$ cat src/rtl/acc_alu_pkg.sv
package acc_alu_pkg;
  localparam int DATA_W = 8;
  localparam int NIB_W  = DATA_W / 2;
  localparam int OP_W   = 4;

  typedef enum logic [OP_W-1:0] {
    OP_ADD  = 4'd0,
    OP_ADC  = 4'd1,
    OP_SUBC = 4'd2,
    OP_AND  = 4'd3,
    OP_OR   = 4'd4,
    OP_XOR  = 4'd5,
    OP_CLR  = 4'd6,
    OP_INC  = 4'd7,
    OP_DEC  = 4'd8,
    OP_RRC  = 4'd9,
    OP_RLC  = 4'd10,
    OP_SWAP = 4'd11,
    OP_SC   = 4'd12,
    OP_RC   = 4'd13,
    OP_DCOR = 4'd14,
    OP_NOP  = 4'd15
  } alu_op_e;

  typedef struct packed {
    logic [DATA_W-1:0] acc;
    logic              c;
    logic              h;
  } alu_res_t;
endpackage

$ cat src/rtl/acc_alu_adder.sv
module acc_alu_adder #(
  parameter int W   = 8,
  parameter int LOW = 4
) (
  input  logic [W-1:0] a_i,
  input  logic [W-1:0] b_i,
  input  logic         ci_i,
  output logic [W-1:0] sum_o,
  output logic         co_o,
  output logic         hco_o
);
  logic [W:0]   full;
  logic [LOW:0] low;

  always_comb begin
    full  = {1'b0, a_i} + {1'b0, b_i} + {{W{1'b0}}, ci_i};
    low   = {1'b0, a_i[LOW-1:0]} + {1'b0, b_i[LOW-1:0]} + {{LOW{1'b0}}, ci_i};
    sum_o = full[W-1:0];
    co_o  = full[W];
    hco_o = low[LOW];
  end
endmodule

$ cat src/rtl/acc_alu_bitops.sv
module acc_alu_bitops
  import acc_alu_pkg::*;
(
  input  alu_op_e           op_i,
  input  logic [DATA_W-1:0] acc_i,
  input  logic [DATA_W-1:0] opd_i,
  input  logic              c_i,
  input  logic              h_i,
  output alu_res_t          res_o
);
  always_comb begin
    res_o = '{acc: acc_i, c: c_i, h: h_i};
    unique case (op_i)
      OP_AND:  res_o.acc = acc_i & opd_i;
      OP_OR:   res_o.acc = acc_i | opd_i;
      OP_XOR:  res_o.acc = acc_i ^ opd_i;
      OP_CLR:  res_o.acc = '0;
      OP_RRC: begin
        res_o.acc = {c_i, acc_i[DATA_W-1:1]};
        res_o.c   = acc_i[0];
      end
      OP_RLC: begin
        res_o.acc = {acc_i[DATA_W-2:0], c_i};
        res_o.c   = acc_i[DATA_W-1];
        res_o.h   = acc_i[0];
      end
      OP_SWAP: res_o.acc = {acc_i[NIB_W-1:0], acc_i[DATA_W-1:NIB_W]};
      OP_SC: begin
        res_o.c = 1'b1;
        res_o.h = 1'b1;
      end
      OP_RC: begin
        res_o.c = 1'b0;
        res_o.h = 1'b0;
      end
      default: ;
    endcase
  end
endmodule

$ cat src/rtl/acc_alu_dcor.sv
module acc_alu_dcor
  import acc_alu_pkg::*;
(
  input  logic [DATA_W-1:0] acc_i,
  input  logic              c_i,
  input  logic              h_i,
  input  logic              sub_i,
  output alu_res_t          res_o
);
  localparam logic [NIB_W-1:0] SIX  = NIB_W'(6);
  localparam logic [NIB_W-1:0] NINE = NIB_W'(9);
  localparam logic [DATA_W-1:0] MAX_BCD = {NINE, NINE};

  logic lo_fix, hi_fix;
  logic [DATA_W-1:0] adj;

  always_comb begin
    if (sub_i) begin
      // no-borrow flags: correct where a borrow happened
      lo_fix = ~h_i;
      hi_fix = ~c_i;
    end else begin
      lo_fix = h_i | (acc_i[NIB_W-1:0] > NINE);
      hi_fix = c_i | (acc_i > MAX_BCD);
    end
    adj = {hi_fix ? SIX : '0, lo_fix ? SIX : '0};
    res_o.h   = h_i;
    res_o.acc = sub_i ? acc_i - adj : acc_i + adj;
    res_o.c   = sub_i ? c_i : (c_i | hi_fix);
  end
endmodule

$ cat src/rtl/acc_alu.sv
module acc_alu
  import acc_alu_pkg::*;
(
  input  logic              clk_i,
  input  logic              rst_ni,
  input  logic              we_i,
  input  logic [OP_W-1:0]   op_i,
  input  logic [DATA_W-1:0] operand_i,
  output logic [DATA_W-1:0] acc_o,
  output logic              carry_o,
  output logic              half_o
);
  alu_op_e           op;
  logic [DATA_W-1:0] acc_q;
  logic              c_q, h_q, sub_q;

  logic [DATA_W-1:0] add_b, add_sum;
  logic              add_ci, add_co, add_hco;
  alu_res_t          bit_res, dec_res, nxt;
  logic              sub_d;

  assign op = alu_op_e'(op_i);

  always_comb begin
    add_b  = operand_i;
    add_ci = 1'b0;
    unique case (op)
      OP_ADC:  add_ci = c_q;
      OP_SUBC: begin
        add_b  = ~operand_i;
        add_ci = c_q;
      end
      OP_INC: begin
        add_b  = '0;
        add_ci = 1'b1;
      end
      OP_DEC:  add_b = '1;
      default: ;
    endcase
  end

  acc_alu_adder #(.W(DATA_W), .LOW(NIB_W)) u_adder (
    .a_i   (acc_q),
    .b_i   (add_b),
    .ci_i  (add_ci),
    .sum_o (add_sum),
    .co_o  (add_co),
    .hco_o (add_hco)
  );

  acc_alu_bitops u_bitops (
    .op_i  (op),
    .acc_i (acc_q),
    .opd_i (operand_i),
    .c_i   (c_q),
    .h_i   (h_q),
    .res_o (bit_res)
  );

  acc_alu_dcor u_dcor (
    .acc_i (acc_q),
    .c_i   (c_q),
    .h_i   (h_q),
    .sub_i (sub_q),
    .res_o (dec_res)
  );

  always_comb begin
    nxt   = '{acc: acc_q, c: c_q, h: h_q};
    sub_d = sub_q;
    unique case (op)
      OP_ADD, OP_INC, OP_DEC: nxt.acc = add_sum;
      OP_ADC, OP_SUBC: begin
        nxt   = '{acc: add_sum, c: add_co, h: add_hco};
        sub_d = (op == OP_SUBC);
      end
      OP_DCOR: nxt = dec_res;
      OP_NOP:  ;
      default: nxt = bit_res;
    endcase
  end

  always_ff @(posedge clk_i or negedge rst_ni) begin
    if (!rst_ni) begin
      acc_q <= '0;
      c_q   <= 1'b0;
      h_q   <= 1'b0;
      sub_q <= 1'b0;
    end else if (we_i) begin
      acc_q <= nxt.acc;
      c_q   <= nxt.c;
      h_q   <= nxt.h;
      sub_q <= sub_d;
    end
  end

  assign acc_o   = acc_q;
  assign carry_o = c_q;
  assign half_o  = h_q;
endmodule

$ cat config.mk
export PLATFORM = sky130hd
export DESIGN_NAME = acc_alu
export DESIGN_NICKNAME = d
export VERILOG_FILES = /design/src/rtl/acc_alu_pkg.sv /design/src/rtl/acc_alu_adder.sv /design/src/rtl/acc_alu_bitops.sv /design/src/rtl/acc_alu_dcor.sv /design/src/rtl/acc_alu.sv
export SDC_FILE = /design/constraint.sdc
export NUM_CORES = 1
export LEC_CHECK = 0
export ABC_AREA = 1
export BUFFER_PORTS_ARGS = -buffer_cell sky130_fd_sc_hd__buf_2
export CAP_MARGIN = 30
export CELL_PAD_IN_SITES_DETAIL_PLACEMENT = 0
export CELL_PAD_IN_SITES_GLOBAL_PLACEMENT = 1
export CORE_AREA = 5 5 80 82
export CTS_CLUSTER_DIAMETER = 40
export DETAILED_ROUTE_END_ITERATION = 10
export DIE_AREA = 0 0 85 87
export HOLD_SLACK_MARGIN = 0.15
export PLACE_DENSITY_LB_ADDON = 0.12
export SLEW_MARGIN = 20
export SYNTH_ARGS = -nofsm -noshare
export SYNTH_HDL_FRONTEND = slang
export SYNTH_SLANG_ARGS = --single-unit
$ cat constraint.sdc
create_clock -name clk_i -period 5.65 [get_ports clk_i]
set_clock_uncertainty 0.15 [all_clocks]
set_input_delay 0.8475 -clock clk_i [delete_from_list [all_inputs] [get_ports clk_i]]
set_output_delay 0.8475 -clock clk_i [all_outputs]
set_load 0.01 [all_outputs]
==> flow_summary.json, run 1 <==
{
  "whs_ps": 327,
  "antenna_found_initial": 0,
  "clk_pin_slew_ps": 60,
  "grt.overflow.total": 0,
  "hold_viol": 0,
  "fin_crit_ps": 3500,
  "cpMaxStageDelayCell": "fa_1",
  "die_area_mm2": 0.00740,
  "drtIter0Drc": 152,
  "rows": 28,
  "cp_slowest_stage_delay_ps": 450,
  "synth.net_count": 471,
  "vias": 2625,
  "worst_slew_pin_slew_ps": 522,
  "postCtsSetupRepairBufs": 0,
  "synth_seq_cells": 11,
  "critical_path.startpoint_type": "primary input",
  "synthArstFlopShare_pct": 100,
  "avgSynthCellArea_um2": 5.62,
  "cp_cell_sequence": "buf_2 -> inv_2 -> nor2_1 -> nand2_1 -> nand3_1 -> o211ai_1 -> fa_1 -> fa_1 -> nand2_1 -> nand3_1 -> and2_0 -> o21ai_0 -> nand2_1 -> nor2_1 -> nor2_1",
  "yosysMostFrequentCell": "nand2_1",
  "gp_congestion": 0.878,
  "final_layout_size_suffix_gt1_share_pct": 11.2,
  "setup_tns_ps": 0,
  "ant_nets": 0,
  "drc": 0,
  "htreeDepth": 1,
  "cts_inserted_buffers": 3,
  "setup_violations": 0,
  "n_antenna_cell": 0,
  "slew_headroom_pct": 65.1,
  "place_hpwl_mm": 5.99,
  "initial_core_util_pct": 41.8,
  "fmax_ghz": 0.286,
  "synthTopCellsByArea": "nand2_1 24%, ha_1 17%, dfrtp_1 12%",
  "cts_tree": "built",
  "yosysTopAreaCell": "nand2_1",
  "die_w_um": 85,
  "seq_area_um2": 275,
  "grt_use_total_pct": 20.7,
  "fp.dieH_um": 87,
  "routedWlPerCell_um": 14.4,
  "fin_crit_sh_pct": 61.9,
  "maxCapViolations": 0,
  "area_delta_synth_final_pct": 9.93,
  "grt_pass1_vias": 2440,
  "grt_max_degree": 18,
  "syn_inst": 422,
  "rsz0062_at_grt": "no",
  "yosys_warnings": 0,
  "end_kind": "flop",
  "cts.repair.resized": 0,
  "synthFlopType": "dfrtp_1",
  "port_buffers": 24,
  "io_pins": 25,
  "firstDrtPassIters": 4,
  "cp.required_ps": 5630,
  "cts_max_path_buffers": 2,
  "power.leakage_uw": 0.00150,
  "cts_sinks": 11,
  "synth_commonest_cells": "151 x nand2_1, 59 x nor2_1, 50 x inv_1, 32 x ha_1, 31 x nand3_1",
  "fillers": 644,
  "synth_cell_type_count": 30,
  "clock_latency_ps": 240,
  "synth-edff-count": 0,
  "worst-endpoint-arrival_ps": 3480,
  "hold_class": "primary input to async pin",
  "drt-vias-per-instance": 5.04,
  "synth_seq_area_share_pct": 11.6,
  "path_class": "primary input to flop",
  "root_buffer": "clkbuf_8",
  "slew_viol_final": 0,
  "core_mm2": 0.00568,
  "worstPathMaxFanout": 17,
  "status": "complete, no violations",
  "wirelength_mm": 7.50,
  "power_density_mw_per_mm2": 298,
  "ir_worst_vdd_mv": 0.170,
  "fin_nets": 496,
  "hold_buffers": 0,
  "netlist.area_leader.share_pct": 23.9,
  "grt_pass1_wl_mm": 12.2,
  "synth_area_mm2": 0.00237,
  "multiInputGateArea_mm2": 0.00186
}
kinds of logic after synthesis:
logic type | Yosys count | synth area share (%)
adders and majority gates | 34 | 18.6
AOI/OAI and AO/OA | 48 | 11.1
buffers and inverters | 60 | 10.0
and+or+nand+nor | 268 | 48.3
DFF | 11 | 11.6
xor gates and xnor gates | 1 | 0.370
sequential cells by signal, indices dropped and copies added (netlist names):
name and cells:
acc_o 8, carry_o 1, half_o 1, sub_q 1
layer usage:
| metal | wire (um) | track usage [%] | vias to the layer above |
|---|---|---|---|
| met1 | 3570 | 27.4 | 1167 |
| met4 | 108 | 5.32 | 0 |
| met5 | 0 | 0 | - |
| li1 | - | - | 1396 |
| met2 | 3570 | 37.1 | 53 |
| met3 | 248 | 0.757 | 9 |
final cells by class:
| cell class | count | area share, % |
|---|---|---|
| clock buffer | 4 | 1.73 |
| inverter | 55 | 7.93 |
| multi-input combinational | 351 | 71.3 |
| sequential | 11 | 10.6 |
| tap | 75 | 3.60 |
| timing repair buffer | 25 | 4.90 |
power breakdown:
group | internal [uW] | switching (uW) | leakage [uW] | total [uW]
Combinational | 197 | 326 | 0.00135 | 523
Clock | 49.8 | 33.1 | 0.0000228 | 82.9
Sequential | 99.3 | 70.3 | 0.000130 | 170
Total | 346 | 429 | 0.00150 | 776
layout by cell type, fill, tap and decap left out:
cell      count
nand2_1     151
nor2_1       59
inv_1        50
ha_1         32
nand3_1      31
buf_2        24
o21ai_0      19
a21oi_1      16
dfrtp_1      11
o211ai_1      8
nor2_2        6
inv_2         5
nand3b_1      5
nand2_2       4
nand4_1       3
o21ai_1       3
clkbuf_8      3
nand3_2       2
a31oi_1       2
fa_1          2
nor2_4        1
nand2_4       1
nand4_2       1
nor3_1        1
and2_0        1
nor3_2        1
or2_2         1
xor2_1        1
clkbuf_1      1
buf_4         1
worst max-delay path: cells and delay by family:
kind	cells	cell delay, ps
and+or+nand+nor	9	1270
adders and majority gates	2	880
AOI/OAI and AO/OA	2	270
buffers and inverters	2	200
per-stage QoR:
stage                     std cells  area [um2]  power [uW]  utilization, %  worst slack, ps
after floorplan                 422        2370         538               -             2380
after global placement          517        2560         682            45.1             1990
after detailed placement        517        2560         693            45.1             1940
after CTS                       521        2610         779            45.9             2180
after global routing            521        2610         884            45.9             1920
final                           521        2610         776            45.9             2150
path summary, 6_finish.rpt:
path / start / to / slack (ps) / cells after the start
max: op_i[1] / carry_o$_DFFE_PN0P_ / 2150 / 15
min: rst_ni / acc_o[5]$_DFFE_PN0P_ / 330 / 1
max reg2reg: acc_o[3]$_DFFE_PN0P_ / acc_o[7]$_DFFE_PN0P_ / 2690 / 17
min reg2reg: half_o$_DFFE_PN0P_ / half_o$_DFFE_PN0P_ / 440 / 2
max in group asynchronous: rst_ni / carry_o$_DFFE_PN0P_ / 4810 / 1
min in group clk_i: half_o$_DFFE_PN0P_ / half_o$_DFFE_PN0P_ / 440 / 2
Note: power is estimated with default switching activity, not from simulation.
==> inputs of run 2 (changes only) <==
--- a/config.mk
+++ b/config.mk
@@ -10,10 +10,10 @@
 export CAP_MARGIN = 30
 export CELL_PAD_IN_SITES_DETAIL_PLACEMENT = 0
 export CELL_PAD_IN_SITES_GLOBAL_PLACEMENT = 1
-export CORE_AREA = 5 5 80 82
+export CORE_AREA = 5 5 83 85
 export CTS_CLUSTER_DIAMETER = 40
 export DETAILED_ROUTE_END_ITERATION = 10
-export DIE_AREA = 0 0 85 87
+export DIE_AREA = 0 0 88 90
 export HOLD_SLACK_MARGIN = 0.15
 export PLACE_DENSITY_LB_ADDON = 0.12
 export SLEW_MARGIN = 20
==> constraint.sdc (replaced) <==
create_clock -name clk_i -period 3.6 [get_ports clk_i]
set_clock_uncertainty 0.15 [all_clocks]
set_input_delay 0.54 -clock clk_i [delete_from_list [all_inputs] [get_ports clk_i]]
set_output_delay 0.54 -clock clk_i [all_outputs]
set_load 0.01 [all_outputs]
==> run 2 against run 1 <==
Compared with the run above:
- core utilization is 2.5 points lower
- clock power is 58% higher
- critical endpoint unchanged
- hold slack better by 120 ps
- wire length is 4.9% higher
- sequential power is 25% higher
- count of clock-buffer cells in the layout stayed put
- critical path depth stayed put
- die area is 7.1% higher
- total power is 61% higher
- flip-flop and latch count stayed put
- critical path type unchanged
- final area is 2.2% higher
- combinational power is 73% higher
==> flow_summary.json, run 2 (synthesis results as in run 1) <==
{
  "status": "complete, no violations",
  "rsz0062_at_grt": "no",
  "maxCapViolations": 0,
  "fmax_ghz": 0.341,
  "worst-endpoint-arrival_ps": 2920,
  "reg2reg_from": "acc_o[2]$_DFFE_PN0P_",
  "setup_tns_ps": 0,
  "routedWlPerCell_um": 14.8,
  "root_buffer": "clkbuf_8",
  "cts_sinks": 11,
  "cts_tree": "built",
  "whs_endpoint": "half_o$_DFFE_PN0P_",
  "seq_area_um2": 275,
  "ir_worst_vdd_mv": 0.233,
  "wirelength_mm": 7.87,
  "firstDrtPassIters": 4,
  "fin_crit_ps": 2930,
  "power.leakage_uw": 0.00153,
  "grt.overflow.total": 0,
  "path_class": "primary input to flop",
  "r2r-end": "acc_o[7]$_DFFE_PN0P_",
  "hold_viol": 0,
  "min-delay-start": "half_o$_DFFE_PN0P_",
  "clk_pin_slew_ps": 60,
  "fin_util_pct": 43.4,
  "grt_max_degree": 17,
  "hold_buffers": 1,
  "rr_worst_depth": 16,
  "core_mm2": 0.00613,
  "grt_use_total_pct": 20.9,
  "ant_nets": 0,
  "area_delta_synth_final_pct": 12.4,
  "cts_max_path_buffers": 2,
  "cts_inserted_buffers": 3,
  "mostFrequentLayoutCell": "nand2_1",
  "fin_crit_sh_pct": 81.4,
  "final_cell_mix": "151 x nand2_1, 59 x nor2_1, 50 x inv_1",
  "power_density_mw_per_mm2": 469,
  "hold_depth": 2,
  "slew_headroom_pct": 70.5,
  "grt_pass1_vias": 2561,
  "largest_register_ffs": 8,
  "gp_congestion": 0.877,
  "hold_class": "flop to flop",
  "drt-vias-per-instance": 4.99,
  "die_area_mm2": 0.00792,
  "port_buffers": 24,
  "antenna_found_initial": 0,
  "critical_path.startpoint_type": "primary input",
  "die_w_um": 88,
  "drtIter0Drc": 163,
  "slew_viol_final": 0,
  "clock_latency_ps": 240,
  "finalPower_uw": 1250,
  "fillers": 702,
  "final_layout_size_suffix_gt1_share_pct": 12.4,
  "cp.required_ps": 3580,
  "grt_pass1_wl_mm": 13.0,
  "rows": 29,
  "initial_core_util_pct": 38.6,
  "io_pins": 25,
  "vias": 2647,
  "fp.dieH_um": 90,
  "cts.repair.resized": 0,
  "setup_violations": 0,
  "place_hpwl_mm": 6.21,
  "worst_slew_pin_slew_ps": 442,
  "r2r_slack_ps": 880,
  "drc": 0,
  "multiInputGateArea_mm2": 0.00186,
  "end_kind": "flop",
  "n_antenna_cell": 0,
  "fin_nets": 503,
  "htreeDepth": 1,
  "postCtsSetupRepairBufs": 0,
  "worstPathMaxFanout": 12
}
-- run 2: changes by cell type in the layout (fill, tap and decap cells not counted) --
cell           before  now
buf_4               1    7
dlygate4sd3_1       0    1
-- run 2: how the worst max path moves through the flow --
stage               startpoint                   to  slack [ps]
finish                 op_i[1]  carry_o$_DFFE_PN0P_         670
CTS                    op_i[1]  carry_o$_DFFE_PN0P_         680
global placement       op_i[2]  carry_o$_DFFE_PN0P_         480
detailed placement     op_i[2]  carry_o$_DFFE_PN0P_         430
global route           op_i[2]  carry_o$_DFFE_PN0P_         470
floorplan              op_i[1]  carry_o$_DFFE_PN0P_         640
-- run 2: layer usage --
layer	wire length (um)	GRT usage (%)	part of all wire [%]
met1	3630	28.4	46
met2	3850	35.7	49
met3	340	1.19	4.3
met4	55	5.12	0.70
met5	0	0	0
-- run 2: area by class of cell --
cell class | count | area share (%)
tap | 77 | 3.62
clock buffer | 4 | 1.69
timing repair buffer | 32 | 6.86
sequential | 11 | 10.3
inverter | 55 | 7.75
multi-input combinational | 351 | 69.7
-- run 2: stage by stage --
stage | std cells | setup WS [ps] | cell area [um2] | hold slack (ps)
final | 530 | 669 | 2660 | 443
after CTS | 530 | 681 | 2660 | 432
after global placement | 525 | 475 | 2610 | 285
after global routing | 530 | 471 | 2660 | 454
after floorplan | 422 | 639 | 2370 | 94.4
after detailed placement | 525 | 433 | 2610 | 288
-- run 2: worst max-delay path, stage by stage --
cell,delay [ps]
buf_2,140
nand2_2,130
inv_1,110
nand2_2,170
nand3_1,130
o211ai_1,110
fa_1,450
fa_1,430
nand2_1,90
nand3_1,120
and2_0,160
o21ai_0,140
nand2_1,60
nor2_1,80
nor2_1,40
-- run 2: report_power, final --
part           switching, uW  leakage [uW]  internal (uW)  total [uW]
combinational            572       0.00138            332         904
clock                   52.7     0.0000228           78.2         131
sequential              55.9      0.000130            157         213
total                    681       0.00153            567        1250
